===== src/rtl/expo_seq_pkg.sv =====
package expo_seq_pkg;

   typedef enum logic [2:0] {
      ST_IDLE,
      ST_TDLY,
      ST_WROW,
      ST_OFFS,
      ST_EXPO
   } seq_state_e;

endpackage


===== src/rtl/trig_sync_edge.sv =====
module trig_sync_edge #(
   parameter int STAGES = 2
) (
   input  logic clk,
   input  logic rst,
   input  logic din,
   output logic rise
);

   generate
      if (STAGES < 2) begin : g_bad_stages
         $error("trig_sync_edge: STAGES must be at least 2");
      end
   endgenerate

   logic [STAGES-1:0] chain;
   logic              prev;

   always_ff @(posedge clk) begin
      if (rst) begin
         chain <= '0;
         prev  <= 1'b0;
      end else begin
         chain <= {chain[STAGES-2:0], din};
         prev  <= chain[STAGES-1];
      end
   end

   assign rise = chain[STAGES-1] & ~prev;

   // one transition gives a single-cycle event
   assert_edge_single_R1: assert property (@(posedge clk) disable iff (rst)
      rise |=> !rise);

endmodule


===== src/rtl/seq_timer.sv =====
module seq_timer #(
   parameter int W = 16
) (
   input  logic         clk,
   input  logic         rst,
   input  logic         load,
   input  logic [W-1:0] len,
   output logic         active,
   output logic         last
);

   generate
      if (W < 1) begin : g_bad_width
         $error("seq_timer: W must be at least 1");
      end
   endgenerate

   localparam logic [W-1:0] ONE = W'(1);

   logic [W-1:0] cnt;

   always_ff @(posedge clk) begin
      if (rst) begin
         cnt <= '0;
      end else if (load) begin
         cnt <= len;
      end else if (cnt != '0) begin
         cnt <= cnt - ONE;
      end
   end

   assign active = (cnt != '0);
   assign last   = (cnt == ONE);

   // a running window shrinks by exactly one each cycle
   assert_count_down_R5: assert property (@(posedge clk) disable iff (rst)
      (!load && active) |=> (cnt == $past(cnt) - ONE));

   // a load takes the value presented with it
   assert_load_value_R8: assert property (@(posedge clk) disable iff (rst)
      load |=> (cnt == $past(len)));

endmodule


===== src/rtl/strobe_gen.sv =====
module strobe_gen #(
   parameter int DLY_W = 16,
   parameter int DUR_W = 16
) (
   input  logic             clk,
   input  logic             rst,
   input  logic             fire,
   input  logic [DLY_W-1:0] sdel,
   input  logic [DUR_W-1:0] slen,
   output logic             strobe,
   output logic             pending
);

   logic             dly_active, dly_last;
   logic             len_active, len_last;
   logic             dly_load, len_load;
   logic [DUR_W-1:0] len_q, len_val;

   always_ff @(posedge clk) begin
      if (rst)       len_q <= '0;
      else if (fire) len_q <= slen;
   end

   assign dly_load = fire && (sdel != '0);
   assign len_load = (fire && (sdel == '0)) || (dly_last && !fire);
   assign len_val  = fire ? slen : len_q;

   seq_timer #(.W(DLY_W)) u_dly (
      .clk(clk), .rst(rst), .load(dly_load), .len(sdel),
      .active(dly_active), .last(dly_last));

   seq_timer #(.W(DUR_W)) u_len (
      .clk(clk), .rst(rst), .load(len_load), .len(len_val),
      .active(len_active), .last(len_last));

   assign strobe  = len_active;
   assign pending = dly_active | len_active;

   // the strobe starts only from a fire with no delay or at the end of its delay
   assert_strobe_start_R6: assert property (@(posedge clk) disable iff (rst)
      $rose(strobe) |-> ($past(dly_last) || $past(fire && (sdel == '0))));

   // the strobe ends after its last counted cycle
   assert_strobe_end_R6: assert property (@(posedge clk) disable iff (rst)
      (len_last && !len_load) |=> !strobe);

endmodule


===== src/rtl/expo_trigger_seq.sv =====
module expo_trigger_seq
   import expo_seq_pkg::*;
#(
   parameter int SYNC_STAGES = 2,
   parameter int DLY_W       = 16,
   parameter int DUR_W       = 16
) (
   input  logic             clk,
   input  logic             rst,
   input  logic             trig_raw,
   input  logic             row_start,
   input  logic [DLY_W-1:0] cfg_trig_delay,
   input  logic [DLY_W-1:0] cfg_row_offset,
   input  logic [DUR_W-1:0] cfg_expo_len,
   input  logic [DLY_W-1:0] cfg_strobe_delay,
   input  logic [DUR_W-1:0] cfg_strobe_len,
   output logic             shutter_on,
   output logic             strobe_on,
   output logic             busy
);

   generate
      if (DLY_W < 1 || DUR_W < 1) begin : g_bad_widths
         $error("expo_trigger_seq: DLY_W and DUR_W must be at least 1");
      end
   endgenerate

   seq_state_e       state, state_nx;
   logic             trig_rise, accept, dtrig;
   logic             strobe_pend;
   logic             tdly_load, tdly_active, tdly_last;
   logic             off_load, off_active, off_last;
   logic             expo_go, expo_load, expo_active, expo_last;
   logic             row_hit;
   logic [DLY_W-1:0] cap_off, cap_sdel, sdel_now;
   logic [DUR_W-1:0] cap_exp, cap_slen, slen_now;

   trig_sync_edge #(.STAGES(SYNC_STAGES)) u_sync (
      .clk(clk), .rst(rst), .din(trig_raw), .rise(trig_rise));

   assign busy   = (state != ST_IDLE) || strobe_pend;
   assign accept = trig_rise && !busy;

   // configuration snapshot at the accepted edge
   always_ff @(posedge clk) begin
      if (rst) begin
         cap_off  <= '0;
         cap_sdel <= '0;
         cap_exp  <= '0;
         cap_slen <= '0;
      end else if (accept) begin
         cap_off  <= cfg_row_offset;
         cap_sdel <= cfg_strobe_delay;
         cap_exp  <= cfg_expo_len;
         cap_slen <= cfg_strobe_len;
      end
   end

   assign tdly_load = accept && (cfg_trig_delay != '0);
   assign dtrig     = (accept && (cfg_trig_delay == '0)) ||
                      ((state == ST_TDLY) && tdly_last);
   assign sdel_now  = (state == ST_IDLE) ? cfg_strobe_delay : cap_sdel;
   assign slen_now  = (state == ST_IDLE) ? cfg_strobe_len   : cap_slen;

   assign row_hit   = (state == ST_WROW) && row_start;
   assign off_load  = row_hit && (cap_off != '0);
   assign expo_go   = (row_hit && (cap_off == '0)) ||
                      ((state == ST_OFFS) && off_last);
   assign expo_load = expo_go && (cap_exp != '0);

   seq_timer #(.W(DLY_W)) u_tdly (
      .clk(clk), .rst(rst), .load(tdly_load), .len(cfg_trig_delay),
      .active(tdly_active), .last(tdly_last));

   seq_timer #(.W(DLY_W)) u_off (
      .clk(clk), .rst(rst), .load(off_load), .len(cap_off),
      .active(off_active), .last(off_last));

   seq_timer #(.W(DUR_W)) u_expo (
      .clk(clk), .rst(rst), .load(expo_load), .len(cap_exp),
      .active(expo_active), .last(expo_last));

   strobe_gen #(.DLY_W(DLY_W), .DUR_W(DUR_W)) u_strobe (
      .clk(clk), .rst(rst), .fire(dtrig), .sdel(sdel_now), .slen(slen_now),
      .strobe(strobe_on), .pending(strobe_pend));

   always_comb begin
      state_nx = state;
      case (state)
         ST_IDLE: begin
            if (accept) state_nx = (cfg_trig_delay == '0) ? ST_WROW : ST_TDLY;
         end
         ST_TDLY: begin
            if (tdly_last) state_nx = ST_WROW;
         end
         ST_WROW: begin
            if (row_hit) begin
               if (cap_off != '0)      state_nx = ST_OFFS;
               else if (cap_exp != '0) state_nx = ST_EXPO;
               else                    state_nx = ST_IDLE;
            end
         end
         ST_OFFS: begin
            if (off_last) state_nx = (cap_exp != '0) ? ST_EXPO : ST_IDLE;
         end
         ST_EXPO: begin
            if (expo_last) state_nx = ST_IDLE;
         end
         default: state_nx = ST_IDLE;
      endcase
   end

   always_ff @(posedge clk) begin
      if (rst) state <= ST_IDLE;
      else     state <= state_nx;
   end

   assign shutter_on = expo_active;

   // a sequence only begins on a detected transition
   assert_start_on_edge_R1: assert property (@(posedge clk) disable iff (rst)
      $rose(busy) |-> $past(trig_rise));

   // the delay phase is backed by a running counter
   assert_delay_running_R3: assert property (@(posedge clk) disable iff (rst)
      (state == ST_TDLY) |-> tdly_active);

   // exposure begins only after a qualifying row pulse or its offset
   assert_shutter_after_row_R4: assert property (@(posedge clk) disable iff (rst)
      $rose(shutter_on) |-> ($past(state) == ST_OFFS ||
                             ($past(state) == ST_WROW && $past(row_start))));

   // the offset phase is backed by a running counter
   assert_offset_running_R4: assert property (@(posedge clk) disable iff (rst)
      (state == ST_OFFS) |-> off_active);

   // both outputs lie inside the busy window
   assert_outputs_in_busy_R7: assert property (@(posedge clk) disable iff (rst)
      (shutter_on || strobe_on) |-> busy);

   // one cycle after reset everything is quiet
   assert_reset_quiet_R9: assert property (@(posedge clk)
      $past(rst) |-> (!shutter_on && !strobe_on && !busy));

endmodule


===== config.mk =====
export PLATFORM = sky130hd
export DESIGN_NAME = expo_trigger_seq
export DESIGN_NICKNAME = d
export VERILOG_FILES = /design/src/rtl/expo_seq_pkg.sv /design/src/rtl/trig_sync_edge.sv /design/src/rtl/seq_timer.sv /design/src/rtl/strobe_gen.sv /design/src/rtl/expo_trigger_seq.sv
export SDC_FILE = /design/constraint.sdc
export NUM_CORES = 1
export LEC_CHECK = 0
export ABC_AREA = 0
export BUFFER_PORTS_ARGS = -buffer_cell sky130_fd_sc_hd__clkbuf_2
export CAP_MARGIN = 5
export CORE_MARGIN = 10
export CORE_UTILIZATION = 50
export CTS_BUF_LIST = sky130_fd_sc_hd__clkbuf_8
export CTS_CLUSTER_DIAMETER = 120
export DETAILED_ROUTE_END_ITERATION = 7
export HOLD_SLACK_MARGIN = 0.1
export PLACE_DENSITY = 0.66
export SYNTH_ARGS = -nofsm -noshare
export SYNTH_HDL_FRONTEND = slang
export SYNTH_HIERARCHICAL = 1
export SYNTH_SLANG_ARGS = --single-unit
export TNS_END_PERCENT = 1

===== constraint.sdc =====
create_clock -name clk -period 6.7 [get_ports clk]
set_input_delay 0.335 -clock clk [delete_from_list [all_inputs] [get_ports clk]]
set_output_delay 0.335 -clock clk [all_outputs]
set_load 0.02 [all_outputs]

==> Word level (Yosys, flattened, before mapping) <==
Cells that the tools add are included.
{ "totals": {"out_inout_bits": 3, "regBits": 166, "input_bits": 84, "word_cells": 94} }
{ "classes": {"muxes": 22, "eq_ne": 13, "bitwise_logic": 3, "n_addsub": 5, "reduce_logical": 38} }
{ "op_table": {"columns": ["cell", "count"], "rows": [
  ["16-bit two-way mux", 13],
  ["16-bit nonzero test", 9],
  ["16-bit by 1-bit subtractor with 16-bit output, second input constant", 5],
  ["16-bit by 1-bit equality test with 1-bit output, second input constant", 4],
  ["16-bit zero test", 3],
  ["3-bit two-way mux", 7],
  ["3-bit case mux with 5 select lines", 1],
  ["1-bit logical AND", 12],
  ["2-bit inequality test, second input constant", 5],
  ["2-bit nonzero test", 5],
  ["3-bit by 2-bit equality test with 1-bit output, second input constant", 2],
  ["5-bit AND reduction", 1],
  ["1-bit logical OR", 4],
  ["3-bit by 1-bit equality test with 1-bit output, second input constant", 1],
  ["3-bit equality test, second input constant", 1],
  ["3-bit zero test", 1],
  ["3-bit nonzero test", 1],
  ["1-bit zero test", 2],
  ["2-bit two-way mux", 1],
  ["1-bit bitwise AND", 1],
  ["1-bit NOT", 1],
  ["1-bit OR", 1]
]} }

==> Longest topological paths before layout <==
{ "depth": {"word_depth": 11, "depth_mapped": 16} }

==> By module <==
Netlist, hierarchy kept.
{ "by_module_without_submodules": {"columns": ["module", "instances", "area_per_inst_um2", "cells_per_inst", "seq_area_each_um2"], "rows": [
  ["seq_timer", 5, 957.2, 115, 320.3],
  ["expo_trigger_seq", 1, 3015.4, 368, 1341.3],
  ["strobe_gen", 1, 755.7, 60, 320.3],
  ["trig_sync_edge", 1, 87.6, 7, 60.1]
]} }

==> Worst setup path after synthesis <==
OpenSTA, ideal clock, no wires.
{ "synth_timing": {"path_type": "register -> register", "from": "register u_strobe.u_len.cnt[0]", "to": "register u_strobe.u_len.cnt[9]", "synth_period_minus_slack_ps": 3586, "stages_incl_launch_ff": 17, "setup_ps": 69, "required_ps": 6631, "t_arrival_ps": 3517, "setup_slack_ps": 3114, "path_cell_list": "dfxtp_1 -> inv_1 -> ha_1 -> nor3b_1 -> and3_2 -> nand3_1 -> or2_2 -> nand3b_1 -> clkbuf_1 -> o32ai_1 -> buf_6 -> buf_12 -> mux2i_1 -> clkinv_1 -> nor2_1 -> nand2_1 -> o21ai_1"} }
{ "synth_between": {"elab_chain_len": 11} }
{ "synth_rtl": {"columns": ["element", "line_no", "rtl"], "rows": [
  ["start, declared", "seq_timer.sv:20", "logic [W-1:0] cnt;"],
  ["start signal, assigned", "seq_timer.sv:26", "cnt <= len;"],
  ["start signal, assigned", "seq_timer.sv:28", "cnt <= cnt - ONE;"],
  ["16-bit nonzero test *", "seq_timer.sv:32", "assign active = (cnt != '0);"],
  ["via strobe_on", "expo_trigger_seq.sv:18", "output logic strobe_on,"],
  ["1-bit OR *", "strobe_gen.sv:37", "assign pending = dly_active | len_active;"],
  ["via strobe_pend", "expo_trigger_seq.sv:30", "logic strobe_pend;"],
  ["1-bit logical OR *", "expo_trigger_seq.sv:41", "assign busy = (state != ST_IDLE) || strobe_pend;"],
  ["1-bit zero test *", "expo_trigger_seq.sv:42", "assign accept = trig_rise && !busy;"],
  ["1-bit logical AND *", "expo_trigger_seq.sv:42", null],
  ["1-bit logical AND *", "expo_trigger_seq.sv:60", "assign dtrig = (accept && (cfg_trig_delay == '0)) ||"],
  ["1-bit logical OR *", "expo_trigger_seq.sv:60", null],
  ["via dtrig", "expo_trigger_seq.sv:29", "logic trig_rise, accept, dtrig;"],
  ["1-bit zero test", "strobe_gen.sv:25", "assign len_load = (fire && (sdel == '0)) || (dly_last && !fire);"],
  ["1-bit logical AND", "strobe_gen.sv:25", null],
  ["1-bit logical OR *", "strobe_gen.sv:25", null],
  ["via u_strobe.len_load", "strobe_gen.sv:16", "logic dly_load, len_load;"],
  ["16-bit two-way mux or 2-bit nonzero test (tied branches)", null, null]
]} }
Mark *: on every way through the listed nets, which the timed path passes. The rest lies on a longest branch. The select of a mux whose other input is x is not followed.
A chain may end at the register's enable or synchronous reset.

==> Final worst setup path <==
{ "layout_timing": {"from": "register u_strobe.u_len.cnt[0]", "to": "register u_strobe.u_len.cnt[7]"} }
{ "layout_between": {"elab_chain_len": 11} }
{ "layout_rtl": {"columns": ["element", "line_no"], "rows": [
  ["16-bit nonzero test *", "seq_timer.sv:32"],
  ["1-bit OR *", "strobe_gen.sv:37"],
  ["via strobe_pend", "expo_trigger_seq.sv:30"],
  ["1-bit logical OR *", "expo_trigger_seq.sv:41"],
  ["1-bit zero test *", "expo_trigger_seq.sv:42"],
  ["1-bit logical AND *", "expo_trigger_seq.sv:42"],
  ["1-bit logical AND *", "expo_trigger_seq.sv:60"],
  ["1-bit logical OR *", "expo_trigger_seq.sv:60"],
  ["via dtrig", "expo_trigger_seq.sv:29"],
  ["1-bit zero test", "strobe_gen.sv:25"],
  ["1-bit logical AND", "strobe_gen.sv:25"],
  ["1-bit logical OR *", "strobe_gen.sv:25"],
  ["via u_strobe.len_load", "strobe_gen.sv:16"],
  ["16-bit two-way mux or 2-bit nonzero test (tied branches)", null]
]} }
Marked as above.

==> metrics.md <==
| Metric | Value |
|---|---|
| Status | complete, no violations |
| Filler cells | 1519 |
| Drt drc | 0 |
| Critical Path AT | 5.36 ns |
| Sw Share | 37.6% |
| Area grow syn2layout | 15.9% |
| CP most frequent cell | buf_4 |
| Maxcap violations | 0 |
| VDD IR max | 0.177 mV |
| Post-Syn Instances | 1006 |
| Clk root buf | clkbuf_8 |
| Yosys warnings | 6 |
| Fin crit share | around three quarters |
| Site Rows | 47 |
| Die Area | 22900 um2 |
| Average size of a mapped cell | approximately 8.6 um2 |
| Drt first pass iters | 5 |
| Gpl congestion | 0.863 |
| Clk Latency, worst-skew pair | about 0.46 ns |
| Starting Density | 51.4% |
| Chip height | 151 um |
| Final cell count without fillers | 1358 |
| CP max stage cell | mux2i_1 |
| CP peak stage delay | 0.78 ns |
| Sequential power share | about two fifths |
| Psw | about 0.0013 W |
| WP data required | 7.07 ns |
| Register clock-pin slew on the reported worst setup and hold paths | 0.09 ns |
| Global-route wire length before repair | 35.6 mm |
| Post-CTS sizing | 0 |
| Final hold violations | 0 |
| Worst Setup Start Kind | flop |
| Final setup fails | 0 |
| Setup TNS Final | 0 ns |
| Antenna diodes | 0 |
| GR Overflow Total | 0 |
| Final ANT Viol Nets | 0 |
| Initial antenna violation count | 0 |
| I/O pins | 87 |
| Gr usage total | 18.9% |
| Die W | 151 um |
| Comb pwr share | 39.7% |
| Nets | around 1200 |
| Core Box Area | 16800 um2 |
| Slew Limit Headroom | around two fifths |
| Crit path kind | flop to flop |
| Critical-path maximum fanout | 65 |
| Inserted Clock Buffers | 17 |
| H-Tree Depth | 4 |
| Max clock buf depth | 2 |
| Port bufs | 86 |
| Hold Crit Depth | 3 |
| Total Wirelength | 21.2 mm |
| Crit-path cells | inv_1, ha_1, nor3b_1, and3_2, nand3_1, or2_2, nand3b_1, buf_4, o32ai_4, buf_4, mux2i_1, clkinv_1, nor2_1, nand2_1, o21ai_0 |
| Vias per cell | around 5.5 |
| Leak | 3.52 nW |
| Clock Power Share | 21.7% |
| Max Clk Rate | between 200 and 250 MHz |
| Minimum clock period | 4.99 ns |
| First DRT Iteration DRCs | 500 |
| Worst clock skew | 0.0145 ns |
| TritonCTS sink count | 166 |
| Max-slew violations | 0 |
| Wire length per cell | approximately 16 um |
| Vias in the first global route | between 7000 and 8000 |
| Share of cells above drive strength 1 | 18.6% |
| Syn Nets | 1099 |
| TritonCTS clock tree | built |
| Hold crit path type | input pin to flop |
| FF-to-FF path depth | 15 |
| RSZ-0062 raised after global routing | no |
| DP Cell Count | 1272 |
| Largest net degree at the start of global routing | 81 |
| Pint | 0.00213 W |
| Slew @ Worst Pin | a little under 0.9 ns |
| Via count | around 7500 |
| Hold Slack | 0.116 ns |
| Total power | 0.00342 W |
| P per Cell Area | 343 nW/um2 |
| CP endpoint kind | flop |
| Mapped Area | about 8600 um2 |
| Final core utilization | about three fifths |
| Detail Placement HPWL | 14.3 mm |
[final cells by class]
| type | count | area (um2) | share of cell area (%) |
|---|---|---|---|
| Multi-Input combinational cell | 767 | 4860 | 48.7 |
| Tap cell | 220 | 275 | 2.76 |
| Clock buffer | 19 | 262 | 2.62 |
| Sequential cell | 166 | 3320 | 33.3 |
| Timing Repair Buffer | 146 | 1020 | 10.2 |
| Clock inverter | 12 | 138 | 1.38 |
| Inverter | 28 | 105 | 1.05 |
[registers in the layout (all words and copies together) (netlist names), 16 cells and up]
register            flops
cap_slen               16
u_strobe/u_dly/cnt     16
cap_sdel               16
cap_exp                16
u_strobe/u_len/cnt     16
u_strobe/len_q         16
u_tdly/cnt             16
u_expo/cnt             16
cap_off                16
u_off/cnt              16
[critical path, delay by kind of cell (launching register included)]
| kind | cells | cell delay [ns] |
|---|---|---|
| compound gates | 2 | 0.31 |
| flops | 1 | 0.36 |
| fa+ha+maj | 1 | 0.19 |
| mux | 1 | 0.78 |
| buf+inv | 4 | 1.23 |
| simple gates | 7 | 2.02 |
[layer usage]
layer / up-vias / track usage [%] / part of all wire, %
li1: 3822 / - / -
met1: 3523 / 24.0 / 45
met2: 141 / 31.2 / 50
met3: 29 / 3.85 / 3.6
met4: 0 / 6.21 / 1.9
met5: - / 0 / 0
[cells in the final DEF, fill, tap and decap left out, types with 8 or more instances in the layout]
cell type,count
nor3_1,30
inv_1,26
nor4_1,36
nor2_1,36
nor2b_1,16
clkbuf_8,19
nand4_1,24
nand2_1,211
nor3b_1,10
xnor2_1,30
o21ai_0,60
mux2_4,8
clkbuf_2,85
ha_1,9
o211ai_1,15
or4_1,15
mux2_2,40
a21oi_1,85
dlygate4sd3_1,55
o21ai_1,11
xor2_1,20
nand3_1,10
dfxtp_1,166
[final timing paths]
path                         start                    end  slack (ns)
min              cfg_strobe_len[2]            cap_slen[2]        0.12
min reg2reg        u_sync/chain[0]        u_sync/chain[1]        0.44
max reg2reg  u_strobe/u_len/cnt[0]  u_strobe/u_len/cnt[7]        1.71
max          u_strobe/u_len/cnt[0]  u_strobe/u_len/cnt[7]        1.71
[power by group through the flow]
stage	clock network [W]	logic [W]	registers, W
after floorplan	0	0.00112	0.00129
after global placement	0	0.00130	0.00133
after detailed placement	0	0.00131	0.00134
after CTS	0.000762	0.00135	0.00132
after global routing	0.000795	0.00153	0.00134
final	0.000743	0.00136	0.00132
[metrics by stage]
step                setup slack (ns)  cell area (um2)
detailed placement              1.75             9030
global route                    1.21             9980
global placement                1.92             9030
finish                          1.71             9980
floorplan                       3.13             8610
CTS                             1.71             9980
[what timing repair did]
| item | CTS | global route |
|---|---|---|
| hold buffers | 55 | 0 |
| hold endpoints to repair | 55 | 0 |
| buffers inserted | 0 | 0 |
Power figures use the tool's default switching activity.
